$ cat src/rtl/serial_tx_pkg.sv
package serial_tx_pkg;

  localparam int DATA_BITS  = 8;
  localparam int FRAME_BITS = 12;
  localparam int LEN_W      = 4;

  typedef enum logic [1:0] {
    DIV_BY_1   = 2'b00,
    DIV_BY_MID = 2'b01,
    DIV_BY_HI  = 2'b10,
    DIV_BY_HI2 = 2'b11
  } div_code_e;

  typedef struct packed {
    logic [FRAME_BITS-1:0] bits;
    logic [LEN_W-1:0]      len;
  } frame_t;

  // Build an LSB-first frame vector; positions past the payload stay 1 (stop bits).
  function automatic frame_t build_frame(input logic [2:0] code,
                                         input logic [DATA_BITS-1:0] d);
    frame_t f;
    logic   wide, par_en, odd_sel, two_stop, par_bit;
    logic [DATA_BITS-1:0] dm;
    int     nbits, pidx;
    wide     = code[2];
    par_en   = !code[2] || code[1];
    odd_sel  = code[0];
    two_stop = (code[2:1] == 2'b00) || (code == 3'b100);
    dm       = wide ? d : {1'b0, d[DATA_BITS-2:0]};
    par_bit  = (^dm) ^ odd_sel;
    nbits    = wide ? DATA_BITS : DATA_BITS - 1;
    f.bits    = '1;
    f.bits[0] = 1'b0;
    for (int i = 0; i < DATA_BITS; i++) begin
      if (i < nbits) f.bits[i+1] = dm[i];
    end
    pidx = nbits + 1;
    if (par_en) f.bits[pidx] = par_bit;
    f.len = LEN_W'(1 + nbits + (par_en ? 1 : 0) + (two_stop ? 2 : 1));
    return f;
  endfunction

endpackage

$ cat src/rtl/stx_prescaler.sv
module stx_prescaler #(
  parameter int DIV_MID  = 16,
  parameter int DIV_HIGH = 64
) (
  input  logic       clk,
  input  logic       rst_n,
  input  logic       clr,
  input  logic       tick,
  input  logic [1:0] div_sel,
  output logic       bit_stb
);
  import serial_tx_pkg::*;

  localparam int CNT_W = (DIV_HIGH > 1) ? $clog2(DIV_HIGH) : 1;

  logic [CNT_W-1:0] cnt;
  logic [CNT_W-1:0] last_cnt;
  logic             wrap;

  always_comb begin
    unique case (div_code_e'(div_sel))
      DIV_BY_1:   last_cnt = '0;
      DIV_BY_MID: last_cnt = CNT_W'(DIV_MID - 1);
      default:    last_cnt = CNT_W'(DIV_HIGH - 1);
    endcase
  end

  // >= keeps the count bounded if the divide is lowered mid-count.
  assign wrap    = (cnt >= last_cnt);
  assign bit_stb = tick && wrap;

  always_ff @(posedge clk or negedge rst_n) begin
    if (!rst_n)      cnt <= '0;
    else if (clr)    cnt <= '0;
    else if (tick)   cnt <= wrap ? '0 : cnt + 1'b1;
  end

endmodule

$ cat src/rtl/stx_holding.sv
module stx_holding #(
  parameter int DATA_W = 8
) (
  input  logic              clk,
  input  logic              rst_n,
  input  logic              clr,
  input  logic              in_valid,
  input  logic [DATA_W-1:0] in_data,
  output logic              in_ready,
  input  logic              take,
  output logic              hold_full,
  output logic [DATA_W-1:0] hold_data
);

  assign in_ready = !hold_full;

  always_ff @(posedge clk or negedge rst_n) begin
    if (!rst_n) begin
      hold_full <= 1'b0;
      hold_data <= '0;
    end else if (clr) begin
      hold_full <= 1'b0;
    end else if (in_valid && in_ready) begin
      hold_full <= 1'b1;
      hold_data <= in_data;
    end else if (take) begin
      hold_full <= 1'b0;
    end
  end

endmodule

$ cat src/rtl/stx_shifter.sv
module stx_shifter (
  input  logic       clk,
  input  logic       rst_n,
  input  logic       clr,
  input  logic       bit_stb,
  input  logic       brk,
  input  logic [2:0] fmt,
  input  logic       hold_full,
  input  logic [serial_tx_pkg::DATA_BITS-1:0] hold_data,
  output logic       take,
  output logic       line_q,
  output logic       busy
);
  import serial_tx_pkg::*;

  logic [FRAME_BITS-1:0] sr;
  logic [LEN_W-1:0]      remain;
  logic                  active;
  logic                  last_bit;
  frame_t                nxt;

  assign last_bit = active && (remain == LEN_W'(1));
  assign take     = bit_stb && hold_full && !brk && (!active || last_bit);
  assign nxt      = build_frame(fmt, hold_data);
  assign busy     = active;

  always_ff @(posedge clk or negedge rst_n) begin
    if (!rst_n) begin
      sr     <= '1;
      remain <= '0;
      active <= 1'b0;
      line_q <= 1'b1;
    end else if (clr) begin
      sr     <= '1;
      remain <= '0;
      active <= 1'b0;
      line_q <= 1'b1;
    end else if (bit_stb) begin
      if (take) begin
        line_q <= nxt.bits[0];
        sr     <= {1'b1, nxt.bits[FRAME_BITS-1:1]};
        remain <= nxt.len;
        active <= 1'b1;
      end else if (active && !last_bit) begin
        line_q <= sr[0];
        sr     <= {1'b1, sr[FRAME_BITS-1:1]};
        remain <= remain - 1'b1;
      end else if (active) begin
        line_q <= 1'b1;
        remain <= '0;
        active <= 1'b0;
      end
    end
  end

endmodule

$ cat src/rtl/serial_tx_engine.sv
module serial_tx_engine #(
  parameter int DIV_MID  = 16,
  parameter int DIV_HIGH = 64
) (
  input  logic       clk,
  input  logic       rst_n,
  input  logic       mreset,
  input  logic       bit_tick,
  input  logic [1:0] div_sel,
  input  logic [2:0] fmt,
  input  logic       brk,
  input  logic       in_valid,
  output logic       in_ready,
  input  logic [7:0] in_data,
  output logic       txd,
  output logic       busy
);
  import serial_tx_pkg::*;

  logic                 bit_stb;
  logic                 take;
  logic                 hold_full;
  logic [DATA_BITS-1:0] hold_data;
  logic                 line_q;

  stx_prescaler #(.DIV_MID(DIV_MID), .DIV_HIGH(DIV_HIGH)) u_pre (
    .clk(clk), .rst_n(rst_n), .clr(mreset), .tick(bit_tick),
    .div_sel(div_sel), .bit_stb(bit_stb)
  );

  stx_holding #(.DATA_W(DATA_BITS)) u_hold (
    .clk(clk), .rst_n(rst_n), .clr(mreset), .in_valid(in_valid),
    .in_data(in_data), .in_ready(in_ready), .take(take),
    .hold_full(hold_full), .hold_data(hold_data)
  );

  stx_shifter u_shift (
    .clk(clk), .rst_n(rst_n), .clr(mreset), .bit_stb(bit_stb), .brk(brk),
    .fmt(fmt), .hold_full(hold_full), .hold_data(hold_data),
    .take(take), .line_q(line_q), .busy(busy)
  );

  assign txd = brk ? 1'b0 : line_q;

endmodule

$ cat config.mk
export PLATFORM = sky130hd
export DESIGN_NAME = serial_tx_engine
export DESIGN_NICKNAME = d
export VERILOG_FILES = /design/src/rtl/serial_tx_pkg.sv /design/src/rtl/stx_prescaler.sv /design/src/rtl/stx_holding.sv /design/src/rtl/stx_shifter.sv /design/src/rtl/serial_tx_engine.sv
export SDC_FILE = /design/constraint.sdc
export NUM_CORES = 1
export LEC_CHECK = 0
export ABC_AREA = 1
export CAP_MARGIN = 20
export CORE_AREA = 2 2 77 79
export CTS_CLUSTER_DIAMETER = 60
export DETAILED_ROUTE_END_ITERATION = 12
export DIE_AREA = 0 0 79 81
export DONT_BUFFER_PORTS = 1
export HOLD_SLACK_MARGIN = 0.08
export PLACE_DENSITY_LB_ADDON = 0.08
export SLEW_MARGIN = 25
export SYNTH_ARGS = -nofsm -noshare
export SYNTH_HDL_FRONTEND = slang
export SYNTH_SLANG_ARGS = --single-unit
export TNS_END_PERCENT = 50
$ cat constraint.sdc
create_clock -name clk -period 3.49 [get_ports clk]
set_clock_uncertainty 0.2 [all_clocks]
set_input_delay 0.698 -clock clk [delete_from_list [all_inputs] [get_ports clk]]
set_output_delay 0.698 -clock clk [all_outputs]
set_load 0.01 [all_outputs]
## After elaboration in Yosys (flattened, before gate mapping)

Cells that the tools add are included.

| cells by class | value |
|---|---|
| $add $sub $neg | 5 |
| order comparisons | 11 |
| equal/unequal tests | 4 |
| mux-type cells | 42 |
| bitwise logic cells | 2 |
| reduce and logical (&&, ||, !) cells | 28 |

Operator list:

| operator | number |
|---|---|
| 4-bit by 32-bit less-than comparator with 1-bit output (first input constant) | 4 |
| 3-bit by 32-bit less-than comparator with 1-bit output (first input constant) | 2 |
| 12-bit 2-to-1 mux | 5 |
| 32-bit by 1-bit greater-or-equal comparator with 1-bit output (second input constant) | 1 |
| 1-bit by 32-bit less-than comparator with 1-bit output (first input constant) | 1 |
| 2-bit by 32-bit less-than comparator with 1-bit output (first input constant) | 1 |
| 32-bit by 6-bit less-than comparator with 1-bit output (second input constant) | 1 |
| 4-bit 2-to-1 mux | 6 |
| 1-bit 2-to-1 mux | 23 |
| 6-bit 2-to-1 mux | 3 |
| 12-bit bitwise mux | 1 |
| 6-bit case mux with 2 select lines | 1 |
| 4-bit adder | 2 |
| 1-bit logical AND | 8 |
| 8-bit 2-to-1 mux | 1 |
| 2-bit AND reduction | 4 |
| 8-bit XOR reduction | 1 |
| 6-bit by 1-bit adder with 6-bit output (second input constant) | 1 |
| 6-bit greater-or-equal comparator | 1 |
| 3-bit nonzero test | 2 |
| 4-bit by 1-bit adder with 5-bit output (second input constant) | 1 |
| 1-bit logical NOT | 5 |
| 1-bit demux with 4-bit select | 1 |
| 4-bit by 1-bit == test with 1-bit output (second input constant) | 1 |
| other kinds (11) | 15 |

| word-level totals | value |
|---|---|
| bits in registers | 33 |
| output and inout bits | 3 |

## Depth between registers and ports, before layout

Gate-level depths: netlist of the first run.

| logic depth | value |
|---|---|
| word-level depth | 11 |
| depth in mapped cells | 15 |
| gate-level depth less buffers | 14 |

## By module

A second synthesis of the first run with hierarchy kept.

| unflattened totals | value |
|---|---|
| cell total of the unflattened synthesis | 234 |
| area total of the unflattened synthesis | 1948.1 sq um |

By module, submodules not included:

| module | instances | cells each | area each (sq um) | seq. area each (sq um) |
|---|---|---|---|---|
| stx_shifter | 1 | 133 | 1066.0 | 387.9 |
| stx_prescaler | 1 | 60 | 489.2 | 150.1 |
| stx_holding | 1 | 39 | 382.9 | 225.2 |
| serial_tx_engine | 1 | 2 | 10.0 | 0.0 |

## Least setup slack after synthesis of the first run

OpenSTA, ideal clock, no wires.

| timing | value |
|---|---|
| path type | in2reg |
| start | input port div_sel[1] |
| end | register u_shift.remain[0] |
| setup time | 0.116 ns |
| arrival | 1.855 ns |
| required time | 3.174 ns |
| slack | 1.318 ns |
| cell stages on the path | 14 |
| path buffers | 1 |
| path through | inv_1 -> ha_1 -> nand2_1 -> inv_1 -> nand2_1 -> nor2_1 -> nand2_2 -> nand2_4 -> nand4_4 -> buf_6 -> nand3_1 -> nand2_1 -> nand2_1 -> nand2_1 |

| on the way | value |
|---|---|
| cells in the longest elaborated chain, start to end | 10 |
| elaborated cells on any way between the ends | 14 |
| classes of those cells | order compare (1); eq/ne (1); mux (4); reduce/logical (8) |

RTL lines:

| element | line | RTL |
|---|---|---|
| from (decl) | serial_tx_engine.sv:9 | `input logic [1:0] div_sel,` |
| 2-bit by 1-bit == test with 1-bit output / 2-bit logical NOT (equally long branches) | stx_prescaler.sv:21 | `unique case (div_code_e'(div_sel))` |
| 6-bit case mux with 2 select lines (*) | stx_prescaler.sv:21 |  |
| 6-bit greater-or-equal comparator (*) | stx_prescaler.sv:29 | `assign wrap = (cnt >= last_cnt);` |
| 1-bit logical AND (*) | stx_prescaler.sv:30 | `assign bit_stb = tick && wrap;` |
| 1-bit logical AND (3 in series) | stx_shifter.sv:23 | `assign take = bit_stb && hold_full && !brk && (!active \|\| last_bit);` |
| 4-bit 2-to-1 mux | stx_shifter.sv:39 | `if (take) begin` |
| 4-bit 2-to-1 mux | stx_shifter.sv:38 | `end else if (bit_stb) begin` |
| 4-bit 2-to-1 mux | stx_shifter.sv:33 | `end else if (clr) begin` |
| to (signal assigned) | stx_shifter.sv:42 | `remain <= nxt.len;` |
| to (signal assigned) | stx_shifter.sv:47 | `remain <= remain - 1'b1;` |
| to (decl) | stx_shifter.sv:17 | `logic [LEN_W-1:0] remain;` |

Mark *: on every way between the ends. The rest lies on a longest branch, timed or not. The select of a mux whose other input is x is not followed.
A chain may end at the register's enable or synchronous reset.

## Final worst setup path of the first run

| timing | value |
|---|---|
| start | input port div_sel[1] |
| end | register u_shift.sr[5] |

| on the way | value |
|---|---|
| cells in the longest elaborated chain, start to end | 10 |
| elaborated cells on any way between the ends | 14 |
| classes of those cells | order compare (1); eq/ne (1); mux (4); reduce/logical (8) |

RTL lines:

| element | line | RTL |
|---|---|---|
| 2-bit by 1-bit == test with 1-bit output / 2-bit logical NOT (equally long branches) | stx_prescaler.sv:21 |  |
| 6-bit case mux with 2 select lines (*) | stx_prescaler.sv:21 |  |
| 6-bit greater-or-equal comparator (*) | stx_prescaler.sv:29 |  |
| 1-bit logical AND (*) | stx_prescaler.sv:30 |  |
| 1-bit logical AND (3 in series) | stx_shifter.sv:23 |  |
| 12-bit 2-to-1 mux | stx_shifter.sv:39 |  |
| 12-bit 2-to-1 mux | stx_shifter.sv:38 |  |
| 12-bit 2-to-1 mux | stx_shifter.sv:33 |  |
| to (signal assigned) | stx_shifter.sv:41 | `sr <= {1'b1, nxt.bits[FRAME_BITS-1:1]};` |
| to (signal assigned) | stx_shifter.sv:46 | `sr <= {1'b1, sr[FRAME_BITS-1:1]};` |
| to (decl) | stx_shifter.sv:16 | `logic [FRAME_BITS-1:0] sr;` |

Marks and branches as above.

==> impl_metrics.tcl, run 1 <==
set metrics [dict create \
    drt_wl_total_um 4183 \
    core-area_um2 5675 \
    max-vdd-ir-drop_v 0.0002029 \
    nFillCells 631 \
    worst_slew_pin_tran_ns 0.6501 \
    clkLatencyLatePin_ns 0.28 \
    synth_top_area_cell "dfrtp_1" \
    numPlacedInstances 325 \
    critPathSlowestCell "ha_1" \
    async_reset_ff_frac 1.000 \
    area_growth_syn_to_layout_pct 9.709 \
    post-cts-setup-buffers 0 \
    maxSlewViolCount 0 \
    tritoncts "built" \
    synth_top_family_by_area "simple AND/OR/NAND/NOR gates" \
    critical_path.most_common_cell "nand2_1" \
    p_leak_uw 0.001023 \
    cellPowerDensity_nw_per_um2 412.1 \
    synth_fp_nets 281 \
    post-route-drc-count 0 \
    fin_cells 335 \
    total_power_uw 856.4 \
    max_cap_violations 0 \
    buffer_ports.inserted 0 \
    synthXorXnorAreaFrac 0.01849 \
    final.setup.tns_ns 0 \
    grt_first_pass_wirelength_um 7210 \
    multi_input_area_um2 960.9 \
    bufs_on_longest_clock_path 2 \
    antenna_found_initial 0 \
    grt_pass1_vias 1540 \
    yosys_register_bits 30 \
    maximum_number_of_pins_on_one_net_before_global_route_repair 31 \
    avgViaCountPerCell 4.636 \
    tritoncts.num_buffers 5 \
    max_stage_delay_ns 0.28 \
    path_buf_inv 2 \
    hp-class "flop to flop" \
    antenna_diode_count 0 \
    final_period_minus_worst_setup_slack_ns 2.159 \
    detailedPlacementHpwl_um 3101 \
    synth_flop_cell "dfrtp_1" \
    synth-seq-area-share 0.4029 \
    cp_cell_sequence "inv_1, ha_1, nand2_1, inv_1, nand2_1, nor2_1, nand2_2, nand2_4, nand4_4, nor2_4, nand2_1, nand3_1, nand2_1" \
    synth-edff-count 0 \
    rsz0062_at_grt "false" \
    run_status "completed" \
    yosys.area_share.simple 0.3567 \
    cts.sinks 30 \
    clock_slew_seen_by_the_registers_of_the_worst_setup_and_hold_paths_ns 0.06 \
    layout_commonest_cell "nand2_1" \
    cp_data_arrival_time_ns 2.16 \
    avgRoutedWirePerCell_um 12.49 \
    floorplan.rows 28 \
    synthesis.instances 255 \
    hold_viol_final 0 \
    synth_top_cells_by_area "dfrtp_1 (26%), nand2_1 (16%), dfstp_2 (14%), inv_1 (6.5%), nand3_1 (5.5%)" \
    max_slew_margin 0.5654 \
    critical_path.max_fanout 12 \
    final_net_count 285 \
    timing.final.ws_setup_ns 1.331 \
    initial_utilization 0.3338 \
    routabilityCongestion 0.7806 \
    initialDrtViolationCount 63 \
    die-width_um 79 \
    synth-compound-area-share 0.07992 \
    grt_use_total 0.1456 \
    setup-violations-final 0 \
    worst_path_dominant_cell_family "simple AND/OR/NAND/NOR gates" \
    yosys.area.top_type_share 0.2642 \
    clock_tree.root_cell "clkbuf_8" \
    synth_area_per_cell_um2 7.429 \
    synth_warnings 0 \
    final_layout_size_suffix_gt1_frac 0.1308 \
    layout.cells.most_common_list "nand2_1 (82), inv_1 (33), nor2_1 (21), nand3_1 (21), dfrtp_1 (20)" \
    post_cts.resized_instances 0 \
    yosys.cell_types.count 32 \
    end_kind "flop" \
    pin_count 22 \
    netlist_area_um2 1894 \
    floorplan.die.height_um 81 \
    overflow 0 \
    dpl_worst_slack_ns 1.031 \
    regArea_um2 763.2 \
    whs_ns 0.2639 \
    cts-htree-levels 2 \
    synth_adder_area_share 0.04624 \
    cp.required_ns 3.49 \
    critPathKind "primary input to flop" \
    rrSetupSlack_ns 1.35 \
    worst_setup_path_start_kind "primary input" \
    via_count 1553 \
    synth.mux.area_fraction 0.005945 \
    final.period_utilization 0.6188 \
    drt-pass1-iter-count 4 \
    max_clock_freq_mhz 463.1 \
    die_footprint_um2 6399 \
    final_antenna_net_count 0 \
]
## synthesized netlist by cell type (3+ instances only)
library cell and n:
dfrtp_1 20, inv_1 33, nand2_1 82, ha_1 7, o21ai_0 6, buf_2 3, nand3b_1 9, nand3_1 21
inv_2 3, dfstp_2 10, nor2_1 21, a21oi_1 11, o21ai_1 3, nand2_2 3
## where the power goes
| part | internal, µW | switching, µW | total, µW |
|---|---|---|---|
| Sequential | 389 | 18.7 | 407 |
| Combinational | 56.6 | 97.8 | 154 |
| Clock | 159 | 136 | 295 |
| Total | 604 | 252 | 856 |
## routing by layer
layer  up-vias  track usage  share of wire
li1        810            -              -
met3         8      0.04333          0.055
met1       707       0.1764           0.48
met4         0      0.06724          0.019
met2        28       0.2390           0.45
met5         -            0              0
## worst register-to-register path, delay by kind of cell (launching register included)
family / cells / cell delay (ns)
AND/OR/NAND/NOR: 10 / 1.11
adder cells (fa/ha/maj): 1 / 0.31
flip-flops: 1 / 0.41
buffers and inverters: 1 / 0.05
## path summary, 6_finish.rpt
kind                               startpoint               end  cells past startpoint
worst max-delay path               div_sel[1]     u_shift.sr[5]                     13
worst min-delay path            u_shift.sr[3]     u_shift.sr[3]                      2
worst max register to register   u_pre.cnt[5]     u_shift.sr[5]                     12
worst min register to register  u_shift.sr[3]     u_shift.sr[3]                      2
max in group asynchronous               rst_n     u_shift.sr[3]                      2
min in group asynchronous               rst_n  u_hold.hold_full                      2
## registers in the layout (all words and copies together) (netlist names)
register	cells
u_hold.hold_full	1
u_shift.busy	1
u_shift.line_q	1
u_pre.cnt	6
u_shift.sr	9
u_shift.remain	4
u_hold.hold_data	8
## logic make-up (layout without fill, tap and decap cells)
kind of cell,Yosys count,after routing
flip-flops,30,30
AND/OR/NAND/NOR,146,146
multiplexers,1,1
buffers and inverters,42,47
XOR/XNOR,4,4
adder cells (fa/ha/maj),7,7
AO/OA/AOI/OAI,25,25
## final cells by class
class / count / area share
clock buffers: 7 / 0.04154
clock inverters: 1 / 0.002408
inverters: 37 / 0.06683
multi-input cells: 183 / 0.4624
flip-flops and latches: 30 / 0.3672
well taps: 75 / 0.04515
repair buffers: 2 / 0.01445
## repair_timing
item,CTS,global route
hold buffers,2,0
hold endpoints to repair,30,0
setup endpoints to repair,0,0
## metrics by stage
step	instance area (µm²)	utilization
after floorplan	1894	-
after global placement	1957	0.3448
after detailed placement	1957	0.3448
after CTS	2078	0.3662
after global routing	2078	0.3662
final	2078	0.3662
No activity file was read; power rests on OpenSTA's default activity.
==> run 2, diff against run 1 <==
- clock period: 3.49 -> 2.2 ns (I/O delays scaled with it)
==> run 2 against run 1 <==
Routed wire length is 0.91% lower; sequential cell count stayed put; cell count is 2.7% higher; non-clock buffer count is 8 higher; sequential share of layout area is 1.4 points lower; global-route usage hardly changed; via count is 2.9% higher; setup slack worse by 1.1 ns; sequential power is 59% higher; die area stayed put; count of clock-buffer cells in the layout is 1 higher; largest cell class unchanged.
==> impl_metrics.tcl, run 2 (synthesis results as in run 1) <==
set metrics [dict create \
    final_layout_size_suffix_gt1_frac 0.1599 \
    hold_viol_final 0 \
    drt-pass1-iter-count 4 \
    critical_path.most_common_cell "nand2_1" \
    final.setup.tns_ns 0 \
    bufs_on_longest_clock_path 2 \
    overflow 0 \
    dpl_worst_slack_ns 0.1309 \
    layout_commonest_cell "nand2_1" \
    cts-htree-levels 2 \
    initialDrtViolationCount 37 \
    routabilityCongestion 0.7252 \
    setup-violations-final 0 \
    largest_register_ff_count 9 \
    worst_setup_path_start_kind "flop" \
    area_growth_syn_to_layout_pct 14.13 \
    final_antenna_net_count 0 \
    max_stage_delay_ns 0.41 \
    cp.required_ns 2.20 \
    tritoncts "built" \
    via_count 1598 \
    drt_wl_total_um 4145 \
    pin_count 22 \
    final_net_count 294 \
    grt_use_total 0.1455 \
    regMostFlops "u_shift.sr" \
    layout.cells.most_common_list "nand2_1 (82), inv_1 (33), nor2_1 (21), dfrtp_1 (20), nand3_1 (19)" \
    max_cap_violations 0 \
    largestRegisters "u_shift.sr: 9 flops, u_hold.hold_data: 8 flops, u_pre.cnt: 6 flops" \
    floorplan.die.height_um 81 \
    avgViaCountPerCell 4.645 \
    cts.sinks 30 \
    max-vdd-ir-drop_v 0.0002749 \
    worst_path_dominant_cell_family "simple AND/OR/NAND/NOR gates" \
    hp-class "primary input to flop" \
    worst_slew_pin_tran_ns 0.5912 \
    run_status "completed" \
    p_leak_uw 0.001058 \
    critPathKind "flop to flop" \
    buffer_ports.inserted 0 \
    antenna_found_initial 0 \
    critical_path.max_fanout 6 \
    maxSlewViolCount 0 \
    end_kind "flop" \
    cellPowerDensity_nw_per_um2 614.5 \
    detailedPlacementHpwl_um 3073 \
    cp_cell_sequence "ha_4, nand2_1, inv_1, nand2_1, nor2_1, nand2_2, nand2_4, nand4_4, nor2_2, nand2_1, nand3_1, nand2_1" \
    antenna_diode_count 0 \
    die-width_um 79 \
    final.period_utilization 0.9067 \
    clock_tree.root_cell "clkbuf_8" \
    total_power_uw 1329 \
    cp_data_arrival_time_ns 2.00 \
    final_period_minus_worst_setup_slack_ns 1.995 \
    tritoncts.num_buffers 5 \
    floorplan.rows 28 \
    avgRoutedWirePerCell_um 12.05 \
    timing.final.ws_setup_ns 0.2052 \
    rsz0062_at_grt "false" \
    nFillCells 653 \
    initial_utilization 0.3338 \
    grt_first_pass_wirelength_um 7196 \
    core-area_um2 5675 \
    post-route-drc-count 0 \
    critPathSlowestCell "dfrtp_1" \
    maximum_number_of_pins_on_one_net_before_global_route_repair 31 \
    clkLatencyLatePin_ns 0.28 \
    max_clock_freq_mhz 501.3 \
    grt_pass1_vias 1596 \
    clock_slew_seen_by_the_registers_of_the_worst_setup_and_hold_paths_ns 0.07 \
    path_buf_inv 1 \
    die_footprint_um2 6399 \
    max_slew_margin 0.6047 \
]
run 2: cell count changes in the layout (fill, tap and decap cells not counted):
cell and change:
nand3_1 -2, clkbuf_1 +2, dlygate4sd3_1 +1, buf_4 +6, ha_4 +1, buf_6 +1, clkinv_2 -1, clkbuf_8 -1
nor2_2 +1, nand3_2 +2, ha_1 -1
run 2: worst register-to-register path, delay by kind of cell (launching register included):
| kind | cells | cell delay (ns) |
|---|---|---|
| buffers and inverters | 1 | 0.05 |
| adder cells (fa/ha/maj) | 1 | 0.28 |
| flip-flops | 1 | 0.41 |
| AND/OR/NAND/NOR | 10 | 0.98 |
run 2: layer usage:
metal	wire, µm	vias up	global-route usage	part of all wire
li1	-	831	-	-
met5	0	-	0	0
met4	77	0	0.05690	0.019
met3	190	7	0.04000	0.046
met1	1970	738	0.1791	0.48
met2	1907	22	0.2432	0.46
run 2: layout make-up:
class | instances | area [µm²] | area share
clock buffer | 8 | 80.08 | 0.03704
tap | 75 | 93.84 | 0.04340
timing repair buffer | 10 | 96.34 | 0.04456
sequential | 30 | 763.2 | 0.3530
inverter | 37 | 138.9 | 0.06424
multi-input combinational | 184 | 989.7 | 0.4578
run 2: where the power goes:
part	total [µW]	switching (µW)	leakage (µW)	internal [µW]
registers	646	29.3	0.000358	617
logic	253	157	0.000661	95.9
clock network	430	206	0.0000395	225
total	1330	391	0.00106	937
run 2: timing repair:
item	CTS	global route
gates resized for setup	0	4
setup buffers	0	3
hold buffers	3	0
endpoints found under the setup margin	0	9
hold endpoints to repair	32	0
run 2: worst paths after layout:
kind | endpoint | slack [ns] | startpoint | cells after the start
setup / recovery | u_shift.sr[2] | 0.21 | u_pre.cnt[5] | 12
hold / removal | u_hold.hold_data[7] | 0.11 | in_data[7] | 1
setup reg to reg | u_shift.sr[2] | 0.21 | u_pre.cnt[5] | 12
hold reg to reg | u_shift.sr[4] | 0.27 | u_shift.sr[4] | 2
max in group asynchronous | u_shift.sr[0] | 1.11 | rst_n | 2
min in group asynchronous | u_shift.busy | 0.44 | rst_n | 2
run 2: stage by stage:
stage	std cells	hold WS [ns]	util	area, µm²
detailed placement	329	-0.05447	0.3501	1987
floorplan	255	-0.05559	-	1894
CTS	340	0.09579	0.3713	2107
global route	344	0.1007	0.3810	2162
global placement	329	-0.05458	0.3501	1987
finish	344	0.1059	0.3810	2162
